### src/rtl/vuart_pkg.sv
package vuart_pkg;

    // Host-side register offsets
    localparam logic [2:0] HA_DATA = 3'd0;
    localparam logic [2:0] HA_MODE = 3'd2;
    localparam logic [2:0] HA_LSR  = 3'd5;

    // Firmware-side register offsets
    localparam logic [1:0] FA_DATA = 2'd0;
    localparam logic [1:0] FA_CTRL = 2'd1;

    // Firmware control bit positions
    localparam int CB_THR_EN = 0;
    localparam int CB_OE     = 1;
    localparam int CB_BI_FF  = 2;
    localparam int CB_BI_NF  = 3;

    typedef struct packed {
        logic rxfe;
        logic temt;
        logic thre;
        logic bi;
        logic fe;
        logic pe;
        logic oe;
        logic dr;
    } lsr_t;

    function automatic lsr_t make_lsr(input logic ff_mode, input logic thre_v,
                                      input logic bi_v, input logic oe_v,
                                      input logic dr_v);
        lsr_t s;
        s.rxfe = ff_mode & bi_v;
        s.temt = thre_v;
        s.thre = thre_v;
        s.bi   = bi_v;
        s.fe   = 1'b0;
        s.pe   = 1'b0;
        s.oe   = oe_v;
        s.dr   = dr_v;
        return s;
    endfunction

endpackage

### src/rtl/vuart_fifo.sv
module vuart_fifo #(
    parameter int DEPTH = 16,
    parameter int W     = 8,
    localparam int PW   = (DEPTH > 1) ? $clog2(DEPTH) : 1,
    localparam int CW   = $clog2(DEPTH + 1)
) (
    input  logic          clk,
    input  logic          rst,
    input  logic          flush,
    input  logic [CW-1:0] cap,
    input  logic          push,
    input  logic [W-1:0]  din,
    input  logic          pop,
    output logic [W-1:0]  dout,
    output logic          empty,
    output logic          full
);

    logic [W-1:0]  mem [DEPTH];
    logic [PW-1:0] wp, rp;
    logic [CW-1:0] cnt;
    logic          do_push, do_pop;

    function automatic logic [PW-1:0] step(input logic [PW-1:0] p);
        return (p == PW'(DEPTH - 1)) ? '0 : p + PW'(1);
    endfunction

    assign empty   = (cnt == '0);
    assign full    = (cnt >= cap);
    assign do_push = push & ~full;
    assign do_pop  = pop & ~empty;
    assign dout    = empty ? '0 : mem[rp];

    always_ff @(posedge clk) begin
        if (rst || flush) begin
            wp  <= '0;
            rp  <= '0;
            cnt <= '0;
        end else begin
            if (do_push) wp <= step(wp);
            if (do_pop)  rp <= step(rp);
            cnt <= cnt + CW'(do_push) - CW'(do_pop);
        end
    end

    always_ff @(posedge clk) begin
        if (do_push && !flush) mem[wp] <= din;
    end

endmodule

### src/rtl/vuart_lsr_bits.sv
module vuart_lsr_bits
    import vuart_pkg::*;
(
    input  logic clk,
    input  logic rst,
    input  logic ff_mode,
    input  logic thr_en,
    input  logic rx_empty,
    input  logic tx_empty,
    input  logic set_oe,
    input  logic set_bi,
    input  logic clr,
    output lsr_t lsr
);

    logic oe_q, bi_q;

    // A set request takes priority over the clear-on-read
    always_ff @(posedge clk) begin
        if (rst) begin
            oe_q <= 1'b0;
            bi_q <= 1'b0;
        end else begin
            if (set_oe)   oe_q <= 1'b1;
            else if (clr) oe_q <= 1'b0;
            if (set_bi)   bi_q <= 1'b1;
            else if (clr) bi_q <= 1'b0;
        end
    end

    assign lsr = make_lsr(ff_mode, thr_en & tx_empty, bi_q, oe_q, ~rx_empty);

endmodule

### src/rtl/vuart_lsr.sv
module vuart_lsr
    import vuart_pkg::*;
#(
    parameter int DEPTH = 16,
    parameter int DW    = 8
) (
    input  logic          clk,
    input  logic          rst,
    input  logic          h_wr,
    input  logic          h_rd,
    input  logic [2:0]    h_addr,
    input  logic [DW-1:0] h_wdata,
    output logic [DW-1:0] h_rdata,
    input  logic          f_wr,
    input  logic          f_rd,
    input  logic [1:0]    f_addr,
    input  logic [DW-1:0] f_wdata,
    output logic [DW-1:0] f_rdata
);

    localparam int CW = $clog2(DEPTH + 1);

    logic          ff_mode, thr_en;
    logic          mode_chg, ctrl_wr;
    logic [CW-1:0] cap;
    logic [DW-1:0] tx_dout, rx_dout;
    logic          tx_empty, tx_full, rx_empty, rx_full;
    logic          set_oe, set_bi, lsr_rd;
    lsr_t          lsr;

    assign mode_chg = h_wr && (h_addr == HA_MODE) && (h_wdata[0] != ff_mode);
    assign ctrl_wr  = f_wr && (f_addr == FA_CTRL);
    assign cap      = ff_mode ? CW'(DEPTH) : CW'(1);
    assign set_oe   = ctrl_wr && f_wdata[CB_OE];
    assign set_bi   = ctrl_wr && (ff_mode ? f_wdata[CB_BI_FF] : f_wdata[CB_BI_NF]);
    assign lsr_rd   = h_rd && (h_addr == HA_LSR);

    always_ff @(posedge clk) begin
        if (rst) begin
            ff_mode <= 1'b0;
            thr_en  <= 1'b0;
        end else begin
            if (mode_chg) ff_mode <= h_wdata[0];
            if (ctrl_wr)  thr_en  <= f_wdata[CB_THR_EN];
        end
    end

    vuart_fifo #(.DEPTH(DEPTH), .W(DW)) u_tx (
        .clk   (clk),
        .rst   (rst),
        .flush (mode_chg),
        .cap   (cap),
        .push  (h_wr && (h_addr == HA_DATA)),
        .din   (h_wdata),
        .pop   (f_rd && (f_addr == FA_DATA)),
        .dout  (tx_dout),
        .empty (tx_empty),
        .full  (tx_full)
    );

    vuart_fifo #(.DEPTH(DEPTH), .W(DW)) u_rx (
        .clk   (clk),
        .rst   (rst),
        .flush (mode_chg),
        .cap   (cap),
        .push  (f_wr && (f_addr == FA_DATA)),
        .din   (f_wdata),
        .pop   (h_rd && (h_addr == HA_DATA)),
        .dout  (rx_dout),
        .empty (rx_empty),
        .full  (rx_full)
    );

    vuart_lsr_bits u_bits (
        .clk      (clk),
        .rst      (rst),
        .ff_mode  (ff_mode),
        .thr_en   (thr_en),
        .rx_empty (rx_empty),
        .tx_empty (tx_empty),
        .set_oe   (set_oe),
        .set_bi   (set_bi),
        .clr      (lsr_rd),
        .lsr      (lsr)
    );

    always_comb begin
        case (h_addr)
            HA_DATA: h_rdata = rx_dout;
            HA_MODE: h_rdata = {{(DW-1){1'b0}}, ff_mode};
            HA_LSR:  h_rdata = DW'(lsr);
            default: h_rdata = '0;
        endcase
    end

    always_comb begin
        case (f_addr)
            FA_DATA: f_rdata = tx_dout;
            FA_CTRL: f_rdata = {{(DW-3){1'b0}}, rx_full, tx_full, thr_en};
            default: f_rdata = '0;
        endcase
    end

endmodule

### config.mk
export PLATFORM = sky130hd
export DESIGN_NAME = vuart_lsr
export DESIGN_NICKNAME = d
export VERILOG_FILES = /design/src/rtl/vuart_pkg.sv /design/src/rtl/vuart_fifo.sv /design/src/rtl/vuart_lsr_bits.sv /design/src/rtl/vuart_lsr.sv
export SDC_FILE = /design/constraint.sdc
export NUM_CORES = 1
export LEC_CHECK = 0
export BUFFER_PORTS_ARGS = -buffer_cell sky130_fd_sc_hd__clkbuf_2
export CAP_MARGIN = 15
export CORE_ASPECT_RATIO = 1.2
export CORE_MARGIN = 2
export CORE_UTILIZATION = 40
export DETAILED_ROUTE_END_ITERATION = 6
export PLACE_DENSITY = 0.54
export SYNTH_ARGS = -nofsm -noshare
export SYNTH_HDL_FRONTEND = slang
export SYNTH_SLANG_ARGS = --single-unit
### constraint.sdc
create_clock -name clk -period 4.9 [get_ports clk]
set_input_delay 0.49 -clock clk [delete_from_list [all_inputs] [get_ports clk]]
set_output_delay 0.49 -clock clk [all_outputs]
set_load 0.01 [all_outputs]
==> results_dict.tcl <==
set metrics [dict create \
    status "completed" \
    endpoint_kind "output port" \
    grt_use_total_pct 17.0 \
    clkSinkCount 294 \
    global_route_wire_length_before_repair_mm 41.0 \
    route.final.wire_length_mm 26.8 \
    multi_input_area_um2 3570 \
    core_um2 30400 \
    final_ant_viol_nets 0 \
    clock.fmax_ghz 0.286 \
    powerDensity_nw_per_um2 402 \
    clock_buffer_count_from_cts 30 \
    synth-async-reset-ratio_pct 0 \
    path_class "flip-flop to output port" \
    netlist_instances 691 \
    setup.worst_path.end "h_rdata[5]" \
    cell_with_the_biggest_individual_delay_on_the_critical_path "dfxtp_2" \
    post_synthesis_area_per_instance_um2 17.8 \
    crit_fanout 22 \
    leakagePower_nw 4.54 \
    post-cts-setup-buffer-count 0 \
    final_min_period_over_clock_period_pct 71.3 \
    drv_cap 0 \
    cell_depth_of_the_worst_flop_to_flop_path 6 \
    nNetsFinal 800 \
    critical_path.startpoint_type "flip-flop" \
    timing.max_slew.rel_slack_pct 32.1 \
    routed_wire_length_per_instance_um 23.1 \
    number_of_antenna_violations_at_the_first_check_in_global_routing 0 \
    worstPathRequired_ps 4410 \
    ant_diodes 0 \
    first_iter_violations 518 \
    commonest_non_fill_non_tap_cell_in_the_layout "edfxtp_1" \
    ys_ff_latch 294 \
    placementRows 70 \
    postCtsResizedCells 0 \
    reg2reg_from "ff_mode$_SDFFE_PP0P_" \
    critical_path_buf_inv_count 2 \
    power.ir.vdd_worst_mv 0.320 \
    final-hold-violation-count 0 \
    ys_seq_area_share_pct 68.7 \
    reg_to_reg_slack_setup_ps 1480 \
    post_synth_instance_area_um2 12300 \
    synth-simple-area-share_pct 6.87 \
    final-instance-count-excl-fill 1160 \
    worst_clock_skew_ps 13.1 \
    number_of_vias_per_cell 5.56 \
    synth_compound_area_share_pct 3.73 \
    cts-root-to-sink-buffers 3 \
    worst-endpoint-arrival_ps 3000 \
    hold_start "rst" \
    gp_congestion 0.818 \
    post_synth_num_cell_types 53 \
    cp_top_family "multiplexers" \
    final.setup.tns_ps 0 \
    ys.flop_type "edfxtp_1" \
    postCtsHoldBufs 0 \
    root_buffer "clkbuf_16" \
    insertion_delay_ps 550 \
    synth-adder-area-share_pct 3.38 \
    period_minus_slack_ps 3490 \
    starting_utilization_of_the_core_area_pct 40.5 \
    synth_mux_area_share_pct 14.3 \
    clk_pin_slew_ps 60 \
    grt_overflow 0 \
    post-dp-hpwl_mm 17.5 \
    detail_route.first_pass.iterations 5 \
    postSynthNetCount 750 \
    synth-xor-area-share_pct 0.712 \
    detailroute.via_count 6444 \
    reg2reg_to "u_rx.mem[3][7]$_DFFE_PP_" \
    htree_levels 1 \
    main_combinational_cell_family_by_area_after_synthesis "multiplexers" \
    io_pins 43 \
    cts_tree "yes" \
    rsz_0062_raised_after_global_routing "false" \
    final_layout_size_suffix_gt1_share_pct 21.5 \
    design.die.area_um2 32200 \
    slew_violations 0 \
    maximum_number_of_pins_on_one_net_before_global_route_repair 31 \
    setup_viol_count_final 0 \
    detail_route.drc_violations 0 \
    synth_enable_flop_cells 256 \
    critical_path_cell_count 6 \
    floorplan.die.height_um 196 \
    buffer_ports.inserted 42 \
    die_width_um 164 \
    max_stage_delay_ps 840 \
    timing.critical_path.cells "buf_4, mux4_1, mux2i_1, or3_1, o211ai_1, clkbuf_2" \
    yosysWarnings 0 \
    dp_cells 1105 \
    grt_pass1_vias 6870 \
    fillers 2598 \
    seqCellArea_um2 8450 \
    timing_worst_slew_pin_value_ps 1020 \
    area_delta_synth_final_pct 12.5 \
    top_library_cells_by_usage_in_the_layout_fill_and_taps_aside "256 x edfxtp_1, 58 x mux4_2, 42 x clkbuf_2" \
    hold_path.class "input port to flip-flop" \
]
cell families (layout without fill, tap and decap cells):
logic type | count (synthesis) | count (layout)
compound gates | 67 | 67
xor+xnor | 10 | 10
fa+ha+maj | 32 | 32
buf+inv | 61 | 134
flops | 294 | 294
mux | 90 | 90
simple gates | 137 | 137
state kept, by name (all words and copies together), names as in the netlist, named ones only:
signal and flops:
ff_mode 1, thr_en 1, u_bits.bi_q 1, u_bits.oe_q 1, u_rx.cnt 5, u_rx.mem 128, u_rx.rp 4, u_rx.wp 4
u_tx.cnt 5, u_tx.mem 128, u_tx.rp 4, u_tx.wp 4
metrics by stage:
stage	hold slack, ps	total power, mW	instance area, um^2	setup slack, ps	util (%)
floorplan	444	3.25	12300	1770	-
CTS	161	5.63	13800	1260	45.6
detailed placement	484	3.43	12900	1530	42.4
global placement	481	3.41	12900	1660	42.4
finish	186	5.57	13800	1410	45.6
global route	174	5.79	13800	1150	45.6
how the worst min path moves through the flow:
stage / to / depth (start not counted) / slack (ps)
floorplan: thr_en$_SDFFE_PP0P_ / 2 / 440
global placement: u_bits.oe_q$_SDFFE_PP0P_ / 2 / 480
detailed placement: u_bits.oe_q$_SDFFE_PP0P_ / 2 / 480
CTS: thr_en$_SDFFE_PP0P_ / 2 / 160
global route: thr_en$_SDFFE_PP0P_ / 2 / 170
finish: thr_en$_SDFFE_PP0P_ / 2 / 190
per-layer routing:
metal	vias up	track usage, %	share of wire (%)
li1	2895	-	-
met1	3342	21.7	42
met2	168	30.0	52
met3	39	2.75	4.9
met4	0	4.29	1.9
met5	-	0	0
worst register-to-register path, stage by stage, from the launching register on:
cell and delay (ps):
dfxtp_1 440, inv_1 150, ha_1 310, and3b_1 180, o41ai_1 540, and3_1 530
nor4b_2 900
final cells by class:
class / instances / share of cell area (%)
inverter: 29 / 0.786
clock inverter: 20 / 1.11
clock buffer: 35 / 5.71
tap: 396 / 3.58
timing repair buffer: 50 / 1.95
sequential: 294 / 61.0
multi-input combinational: 336 / 25.8
cell usage after synthesis, drive strengths merged, types with 3 or more instances:
library cell	n	share of area (%)
nor3	3	0.21
dfxtp	38	6.2
nand3	11	0.45
nor2b	17	0.86
nand4	6	0.31
o31ai	7	0.43
inv	29	0.88
mux4	66	12
a21oi	18	0.73
mux2i	21	1.7
and4	17	1.2
edfxtp	256	62
nand3b	3	0.18
o21ai	10	0.41
and3	18	0.92
buf	18	1.0
or3	3	0.15
and2	5	0.25
nor2	22	0.67
mux2	3	0.27
xor2	6	0.43
ha	30	3.1
clkbuf	14	0.43
o41a	3	0.27
and3b	3	0.21
nand2	15	0.46
a211oi	13	0.79
xnor2	4	0.28
power by group:
group	switching [mW]	leakage (nW)	internal, mW
Combinational	0.330	1.46	0.241
Sequential	0.0478	2.61	2.76
Clock	0.935	0.471	1.26
Total	1.31	4.54	4.26
No activity file was read; power rests on OpenSTA's default activity.
